<file path="src/rtl/zs_pkg.sv">
// Shared types and glyph table for the zero-suppressing display scanner.
// Assumes segment order bit0=a .. bit6=g, active high.
package zs_pkg;

    typedef logic [6:0] seg_t;

    localparam seg_t SEG_ALL_ON  = 7'h7F;
    localparam seg_t SEG_ALL_OFF = 7'h00;
    localparam int   BCD_W       = 4;

    // Glyph for one decimal code; illegal codes give a blank pattern.
    function automatic seg_t glyph_of(input logic [BCD_W-1:0] code);
        seg_t g;
        case (code)
            4'd0:    g = 7'h3F;
            4'd1:    g = 7'h06;
            4'd2:    g = 7'h5B;
            4'd3:    g = 7'h4F;
            4'd4:    g = 7'h66;
            4'd5:    g = 7'h6D;
            4'd6:    g = 7'h7C;
            4'd7:    g = 7'h07;
            4'd8:    g = 7'h7F;
            4'd9:    g = 7'h67;
            default: g = SEG_ALL_OFF;
        endcase
        return g;
    endfunction

endpackage

</file>
<file path="src/rtl/zs_pwm_gen.sv">
// Intensity generator: a free-running counter of PWM_BITS bits compared
// against the duty value. lit_o is high while count < duty, so a duty of 0
// never lights. Assumes duty_i is quasi-static relative to the period.
module zs_pwm_gen #(
    parameter int unsigned PWM_BITS = 4
) (
    input  logic                clk,
    input  logic                rst_n,
    input  logic [PWM_BITS-1:0] duty_i,
    output logic                lit_o
);

    logic [PWM_BITS-1:0] cnt_q;

    // Free-running phase counter, wraps naturally at 2**PWM_BITS.
    always_ff @(posedge clk) begin
        if (!rst_n) cnt_q <= '0;
        else        cnt_q <= cnt_q + 1'b1;
    end

    // On phase while the counter is below the duty value.
    always_comb lit_o = (cnt_q < duty_i);

endmodule

</file>
<file path="src/rtl/zs_digit_scan.sv">
// Digit scan sequencer: holds the current digit index, starting at the
// most significant digit and moving down one slot per step, wrapping from
// digit 0 back to the top. Produces the one-hot select from the same
// register so select and digit data change together.
// Assumes NUM_DIGITS >= 2.
module zs_digit_scan #(
    parameter int unsigned NUM_DIGITS = 4,
    localparam int unsigned IDX_W     = $clog2(NUM_DIGITS)
) (
    input  logic                  clk,
    input  logic                  rst_n,
    input  logic                  step_i,
    output logic [IDX_W-1:0]      idx_o,
    output logic                  last_o,
    output logic [NUM_DIGITS-1:0] sel_o
);

    localparam logic [IDX_W-1:0] TOP_IDX = IDX_W'(NUM_DIGITS - 1);

    logic [IDX_W-1:0] idx_q;

    // Advance toward digit 0 on each step, wrapping to the top digit.
    always_ff @(posedge clk) begin
        if (!rst_n)           idx_q <= TOP_IDX;
        else if (step_i) begin
            if (idx_q == '0)  idx_q <= TOP_IDX;
            else              idx_q <= idx_q - 1'b1;
        end
    end

    // One select line per digit, decoded from the index.
    for (genvar g = 0; g < NUM_DIGITS; g++) begin : g_sel
        assign sel_o[g] = (idx_q == IDX_W'(g));
    end

    // Index and end-of-frame flag for the neighbours.
    always_comb begin
        idx_o  = idx_q;
        last_o = (idx_q == '0);
    end

endmodule

</file>
<file path="src/rtl/zs_blank_carry.sv">
// Serial ripple-blanking store: one flip-flop that remembers whether a
// significant digit has been scanned in the current frame. It is cleared
// when the scan leaves digit 0 and set by a nonzero code on a step. The
// blanking input for the current slot is forced high on digit 0.
// Assumes code_nz_i reflects only digit data (not PWM or lamp test).
module zs_blank_carry (
    input  logic clk,
    input  logic rst_n,
    input  logic step_i,
    input  logic last_i,
    input  logic code_nz_i,
    output logic rbi_o
);

    logic carry_q;

    // Capture significance on step; clear at the frame wrap.
    always_ff @(posedge clk) begin
        if (!rst_n)          carry_q <= 1'b0;
        else if (step_i) begin
            if (last_i)      carry_q <= 1'b0;
            else             carry_q <= carry_q | code_nz_i;
        end
    end

    // Blanking input for the slot now on display.
    always_comb rbi_o = carry_q | last_i;

endmodule

</file>
<file path="src/rtl/zs_seg_decoder.sv">
// Seven-segment decoder with enable and ripple-blanking input.
// en=0,rbi=0: all segments on (lamp test). en=0,rbi=1: blank.
// en=1: zero is blanked unless rbi=1; 1..9 always drawn; 10..15 blank.
module zs_seg_decoder
    import zs_pkg::*;
(
    input  logic             en_i,
    input  logic             rbi_i,
    input  logic [BCD_W-1:0] code_i,
    output seg_t             seg_o
);

    // Pick the segment pattern from the auxiliary controls and the code.
    always_comb begin
        if (!en_i && !rbi_i)              seg_o = SEG_ALL_ON;
        else if (!en_i)                   seg_o = SEG_ALL_OFF;
        else if (code_i == '0 && !rbi_i)  seg_o = SEG_ALL_OFF;
        else                              seg_o = glyph_of(code_i);
    end

endmodule

</file>
<file path="src/rtl/mux_zs_scanner.sv">
// Top of the multiplexed display scanner. Selects the current digit from
// the packed BCD value, drives one shared decoder, and carries the
// zero-suppression state serially across slots. PWM gates the decoder
// enable with blanking-in held high; lamp test drives both low.
// Assumes step_i is a single-cycle strobe at digit rate.
module mux_zs_scanner
    import zs_pkg::*;
#(
    parameter int unsigned NUM_DIGITS = 4,
    parameter int unsigned PWM_BITS   = 4,
    localparam int unsigned IDX_W     = $clog2(NUM_DIGITS),
    localparam int unsigned VAL_W     = BCD_W * NUM_DIGITS
) (
    input  logic                  clk,
    input  logic                  rst_n,
    input  logic                  step_i,
    input  logic [VAL_W-1:0]      bcd_i,
    input  logic [PWM_BITS-1:0]   duty_i,
    input  logic                  lamp_test_i,
    output logic [6:0]            seg_o,
    output logic [NUM_DIGITS-1:0] sel_o
);

    logic [IDX_W-1:0] idx;
    logic             last;
    logic             lit;
    logic             rbi_chain;
    logic [BCD_W-1:0] code;
    logic             dec_en;
    logic             dec_rbi;
    seg_t             dec_seg;

    zs_digit_scan #(.NUM_DIGITS(NUM_DIGITS)) u_scan (
        .clk    (clk),
        .rst_n  (rst_n),
        .step_i (step_i),
        .idx_o  (idx),
        .last_o (last),
        .sel_o  (sel_o)
    );

    zs_pwm_gen #(.PWM_BITS(PWM_BITS)) u_pwm (
        .clk    (clk),
        .rst_n  (rst_n),
        .duty_i (duty_i),
        .lit_o  (lit)
    );

    // Digit multiplexer: nibble of the slot now being scanned.
    always_comb begin
        code = '0;
        for (int k = 0; k < NUM_DIGITS; k++) begin
            if (idx == IDX_W'(k)) code = bcd_i[k*BCD_W +: BCD_W];
        end
    end

    zs_blank_carry u_carry (
        .clk       (clk),
        .rst_n     (rst_n),
        .step_i    (step_i),
        .last_i    (last),
        .code_nz_i (code != '0),
        .rbi_o     (rbi_chain)
    );

    // Decoder control: lamp test, then PWM off phase, then normal display.
    always_comb begin
        if (lamp_test_i) begin
            dec_en  = 1'b0;
            dec_rbi = 1'b0;
        end else if (!lit) begin
            dec_en  = 1'b0;
            dec_rbi = 1'b1;
        end else begin
            dec_en  = 1'b1;
            dec_rbi = rbi_chain;
        end
    end

    zs_seg_decoder u_dec (
        .en_i   (dec_en),
        .rbi_i  (dec_rbi),
        .code_i (code),
        .seg_o  (dec_seg)
    );

    assign seg_o = dec_seg;

endmodule

</file>
<file path="config.mk">
export PLATFORM = sky130hd
export DESIGN_NAME = mux_zs_scanner
export DESIGN_NICKNAME = d
export VERILOG_FILES = /design/src/rtl/zs_pkg.sv /design/src/rtl/zs_pwm_gen.sv /design/src/rtl/zs_digit_scan.sv /design/src/rtl/zs_blank_carry.sv /design/src/rtl/zs_seg_decoder.sv /design/src/rtl/mux_zs_scanner.sv
export SDC_FILE = /design/constraint.sdc
export NUM_CORES = 1
export LEC_CHECK = 0
export BUFFER_PORTS_ARGS = -buffer_cell sky130_fd_sc_hd__buf_2
export CAP_MARGIN = 5
export CORE_MARGIN = 3
export CORE_UTILIZATION = 45
export CTS_CLUSTER_DIAMETER = 30
export CTS_CLUSTER_SIZE = 30
export DETAILED_ROUTE_END_ITERATION = 8
export PLACE_DENSITY = 0.75
export SYNTH_ARGS = -nofsm -noshare
export SYNTH_HDL_FRONTEND = slang
export SYNTH_SLANG_ARGS = --single-unit
</file>
<file path="constraint.sdc">
create_clock -name clk -period 3.1 [get_ports clk]
set_input_delay 0.62 -clock clk [delete_from_list [all_inputs] [get_ports clk]]
set_output_delay 0.62 -clock clk [all_outputs]
set_load 0.01 [all_outputs]
</file>
==> results of run 1 <==
-- critical path, cell delays in order --
cell,delay [ps]
buf_2,70
inv_1,30
ha_1,310
a21o_1,200
a31oi_2,230
buf_4,160
o22ai_1,50
a221o_1,370
a41o_1,220
buf_2,130
-- cell type report --
class                           instances  share of cell area
Tap cell                               25              0.0246
Sequential cell                         7               0.116
Timing Repair Buffer                   45               0.198
Clock buffer                            4              0.0206
Inverter                               14              0.0413
Multi-Input combinational cell         89               0.599
-- power breakdown --
part           internal [uW]  switching, uW
Clock                   49.0           32.3
Sequential              96.4           8.22
Combinational            122            133
-- state kept, by name, summed over array words and instances (netlist names) --
name,cells
u_scan.idx_o,2
u_pwm.cnt_q,4
u_carry.carry_q,1
-- timing repair --
item                                    4_1_cts  5_1_grt
pin swaps                                     1        3
endpoints found under the setup margin        5        5
gates resized for setup                       8       20
buffers inserted                              2        2
-- synthesized netlist by cell type (2+ instances only) --
cell type / instances / share of area
nor2b_1: 3 / 0.021
a41o_1: 3 / 0.034
and2_1: 4 / 0.028
buf_6: 2 / 0.025
o21ai_1: 3 / 0.017
nand2b_1: 2 / 0.014
o21ai_0: 6 / 0.034
nand3b_1: 2 / 0.017
nor3b_1: 2 / 0.017
dfxtp_1: 7 / 0.16
a22oi_1: 2 / 0.017
nand2_1: 13 / 0.055
a221o_1: 2 / 0.023
a31oi_1: 2 / 0.014
nor2_1: 5 / 0.021
ha_1: 14 / 0.20
a21oi_1: 4 / 0.023
inv_1: 14 / 0.059
-- path summary, 6_finish.rpt --
kind / endpoint / slack [ps] / from / depth (start not counted)
worst max-delay path: seg_o[5] / 70 / duty_i[2] / 10
worst min-delay path: u_pwm.cnt_q[0] / 480 / u_pwm.cnt_q[0] / 1
worst max register to register: u_carry.carry_q / 1150 / u_scan.idx_o[0] / 10
worst min register to register: u_pwm.cnt_q[0] / 480 / u_pwm.cnt_q[0] / 1
-- per-layer routing --
| metal | routed length [um] | track usage | part of all wire | up-vias |
|---|---|---|---|---|
| li1 | - | - | - | 498 |
| met1 | 1020 | 0.234 | 0.41 | 465 |
| met2 | 1340 | 0.322 | 0.54 | 29 |
| met3 | 95 | 0.0148 | 0.039 | 2 |
| met4 | 12 | 0.0628 | 0.0049 | 0 |
| met5 | 0 | 0 | 0 | - |
-- per-stage QoR --
step / power, uW / instance area (um2) / utilization / TNS (ps)
after CTS: 406 / 1160 / 0.653 / 0
after global routing: 477 / 1270 / 0.714 / -6.29
after detailed placement: 310 / 1100 / 0.617 / 0
after global placement: 305 / 1100 / 0.617 / 0
after floorplan: 247 / 885 / - / 0
final: 441 / 1270 / 0.714 / 0
-- kinds of logic after synthesis --
kind of cell / synth area share
AOI/OAI and AO/OA: 0.313
and+or+nand+nor: 0.208
buffers and inverters: 0.103
adders and majority gates: 0.198
DFF: 0.158
xor gates and xnor gates: 0.0198
==> reports/metrics.csv, run 1 <==
metric,value,unit
status,finished clean,
Post-synth ARST share,0,
Max Root-Sink Buffers,2,
worst-margin pin slew,517,ps
final worst slack,67.9,ps
FILL cells,146,
critical path endpoint category,primary output,
final antenna-violating net count,0,
DRT iter0 DRCs,21,
Syn. warnings,0,
CP arrival,2410,ps
GPL Wtd Cong,0.857,
final net count,198,
initial antenna violation count,0,
VDD IR max,0.000246,V
flip-flop and latch count after synthesis,7,
area of the multi-input gates,763,um2
PwrDens,346,mW/mm2
CP required,2480,ps
# setup viols final,0,
die area,0.00253,mm2
slew margin rel.,0.652,
syn_nets,153,
worst clock skew,0.865,ps
diode count,0,
Hold Buf Count CTS,0,
pin count of the biggest net entering global routing,16,
Floorplan Core Area,0.00178,mm2
FF+latch area,148,um2
min Tclk post-route,3030,ps
Setup Crit Path Kind,in2out,
WL final,2460,um
"Avg Cell Area, Syn",7.69,um2
post-synth cell types,43,
final hold vios,0,
CTS tree,built,
Main synth FF type,dfxtp_1,
Startpoint Class,input pin,
Post-synth EDFFs,0,
Die Y,50.3,um
post-synthesis sequential area ratio,0.158,
Synth Instances,115,
Chip Width,50.3,um
FP Rows,15,
final cell count without fillers,184,
effective utilization at floorplan,0.496,
most frequent cells in the layout,"34 x buf_2, 13 x nand2_1, 11 x buf_4, 10 x inv_1, 8 x ha_1",
"CTS clk-pin slew, worst paths",50,ps
total number of vias,994,
Pleak,0.000617,uW
routed len/inst,13.4,um
Global Route Usage Sum,0.184,
DP Worst Slack,15.8,ps
total grt overflow,0,
post-DP HPWL,1760,um
Fmax,330,MHz
"most common cell after layout, fill and taps aside",buf_2,
Cells after DPL,176,
synth-to-layout area growth,44.0,%
Netlist Area Pre-Place,885,um2
Hold Crit Class,reg2reg,
DRC,0,
period utilisation layout,0.978,
Num CTS Buffers,3,
critical path peak fanout,2,
vias per cell,5.40,
Port-buffer cells,34,
vias in the first global route,928,
Max Cap Viol,0,
drt pass-1 iters,4,
first-pass GRT wire length,3850,um
Hold WS,478,ps
worst-skew pair later-pin latency,240,ps
layout cells sized above 1,0.434,
# IOs,35,
Pins Over Slew Limit,0,
clock sink total,7,
CTS H-tree depth,1,
clock root cell,clkbuf_4,
Power figures use the tool's default switching activity.
==> run 2, diff against run 1 <==
- CAP_MARGIN: 5 -> 20
- REMOVE_ABC_BUFFERS: unset -> 1
==> run 2 against run 1 <==
Net effect: sequential power about the same; via count increased by 0.30%; global-route usage grew 1.3 points; largest cell class unchanged.
==> reports/metrics.csv, run 2 (synthesis results as in run 1) <==
metric,value,unit
status,finished clean,
drt pass-1 iters,4,
CTS tree,built,
uppermost layer routed,met4,
"CTS clk-pin slew, worst paths",50,ps
flop2flop setup slack,1110,ps
clock sink total,7,
Fmax,335,MHz
largest reg by FF count,u_pwm.cnt_q,
min Tclk post-route,2990,ps
total number of vias,997,
Global Route Usage Sum,0.196,
slew margin rel.,0.805,
final net count,199,
RSZ-0062 raised after global routing,false,
vias in the first global route,907,
Hold Path Sink,u_pwm.cnt_q[0],
DRT iter0 DRCs,11,
# setup viols final,0,
Max Root-Sink Buffers,2,
critical path peak fanout,7,
worst-skew pair later-pin latency,250,ps
wl on met1,1060,um
worst-margin pin slew,290,ps
Cells after DPL,178,
most frequent cells in the layout,"34 x buf_2, 13 x nand2_1, 12 x buf_4, 10 x inv_1, 9 x ha_1",
worst clock skew,0.0741,ps
DR WL met2,1300,um
final antenna-violating net count,0,
vias per cell,5.39,
Pleak,0.000623,uW
Hold Startpoint,u_pwm.cnt_q[0],
diode count,0,
met3 routed WL,64,um
FF-to-FF End,u_carry.carry_q,
Pins Over Slew Limit,0,
CTS H-tree depth,1,
FILL cells,156,
"most common cell after layout, fill and taps aside",buf_2,
Port-buffer cells,34,
synth-to-layout area growth,44.0,%
RR Startpoint,u_scan.idx_o[0],
GPL Wtd Cong,0.850,
max reg flops,4,
setup_tns,0,ps
Worst R2R Path Depth,11,
pin count of the biggest net entering global routing,16,
Startpoint Class,flip-flop,
FP Rows,15,
Setup Crit Path Kind,reg2out,
Num CTS Buffers,3,
WL final,2470,um
first-pass GRT wire length,3880,um
period utilisation layout,0.964,
VDD IR max,0.000228,V
Floorplan Core Area,0.00178,mm2
PwrDens,345,mW/mm2
die area,0.00253,mm2
layout cells sized above 1,0.438,
Chip Width,50.3,um
CP arrival,2370,ps
final cell count without fillers,185,
effective utilization at floorplan,0.496,
clock root cell,clkbuf_4,
post-DP HPWL,1850,um
final hold vios,0,
Hold Crit Class,reg2reg,
DRC,0,
Hold Crit Depth,1,
CP required,2480,ps
Max Cap Viol,0,
Die Y,50.3,um
routed len/inst,13.4,um
critical path endpoint category,primary output,
# IOs,35,
initial antenna violation count,0,
total grt overflow,0,
==> run 2: changes by cell type in the layout (fill, tap and decap cells not counted), sizes merged <==
cell  before  now
buf       45   46
==> run 2: worst max-delay path: stages (launching register included) <==
cell      delay (ps)
dfxtp_4          380
inv_2             60
ha_4             180
a21oi_1          110
o21ai_0           90
a22o_1           210
inv_2             80
ha_4             150
o221ai_4         120
or3_4            390
a31o_1           220
buf_2            140
==> run 2: metrics by stage <==
step	hold slack [ps]	util	instance area [um2]	power (uW)	worst slack (ps)
after floorplan	432	-	846	235	220
after global placement	454	0.625	1110	309	122
after detailed placement	457	0.625	1110	316	41.8
after CTS	469	0.651	1160	405	5.24
after global routing	487	0.714	1270	481	7.44
final	462	0.714	1270	439	112
==> run 2: timing repair <==
| item | CTS | global route |
|---|---|---|
| endpoints found under the setup margin | 4 | 5 |
| buffers inserted | 0 | 3 |
| hold buffers | 0 | 0 |
| pin swaps | 0 | 2 |
| gates resized for setup | 6 | 19 |
| cloned | 0 | 0 |
==> run 2: how the worst max path moves through the flow <==
stage	start	endpoint	slack [ps]	cells past startpoint
global placement	duty_i[2]	seg_o[1]	120	9
global route	u_scan.idx_o[0]	seg_o[1]	7	11
floorplan	u_scan.idx_o[1]	seg_o[3]	220	9
CTS	u_scan.idx_o[1]	seg_o[4]	5	11
detailed placement	duty_i[2]	seg_o[4]	40	9
finish	u_scan.idx_o[0]	seg_o[4]	110	11
==> run 2: report_power, final <==
group | internal, uW | total [uW] | switching (uW)
clock network | 49.0 | 80.1 | 31.2
logic | 122 | 254 | 132
registers | 96.5 | 105 | 8.04
==> run 2: per-layer routing <==
| layer | vias up | global-route usage |
|---|---|---|
| li1 | 503 | - |
| met1 | 470 | 0.233 |
| met2 | 17 | 0.350 |
| met3 | 7 | 0.0267 |
| met4 | 0 | 0.0807 |
| met5 | - | 0 |
==> run 2: cell type report <==
class	instances	area (um2)	share of cell area
Timing Repair Buffer	46	260	0.204
Multi-Input combinational cell	89	756	0.593
Sequential cell	7	148	0.116
Inverter	14	52.6	0.0413
Clock buffer	4	26.3	0.0206
Tap cell	25	31.3	0.0246
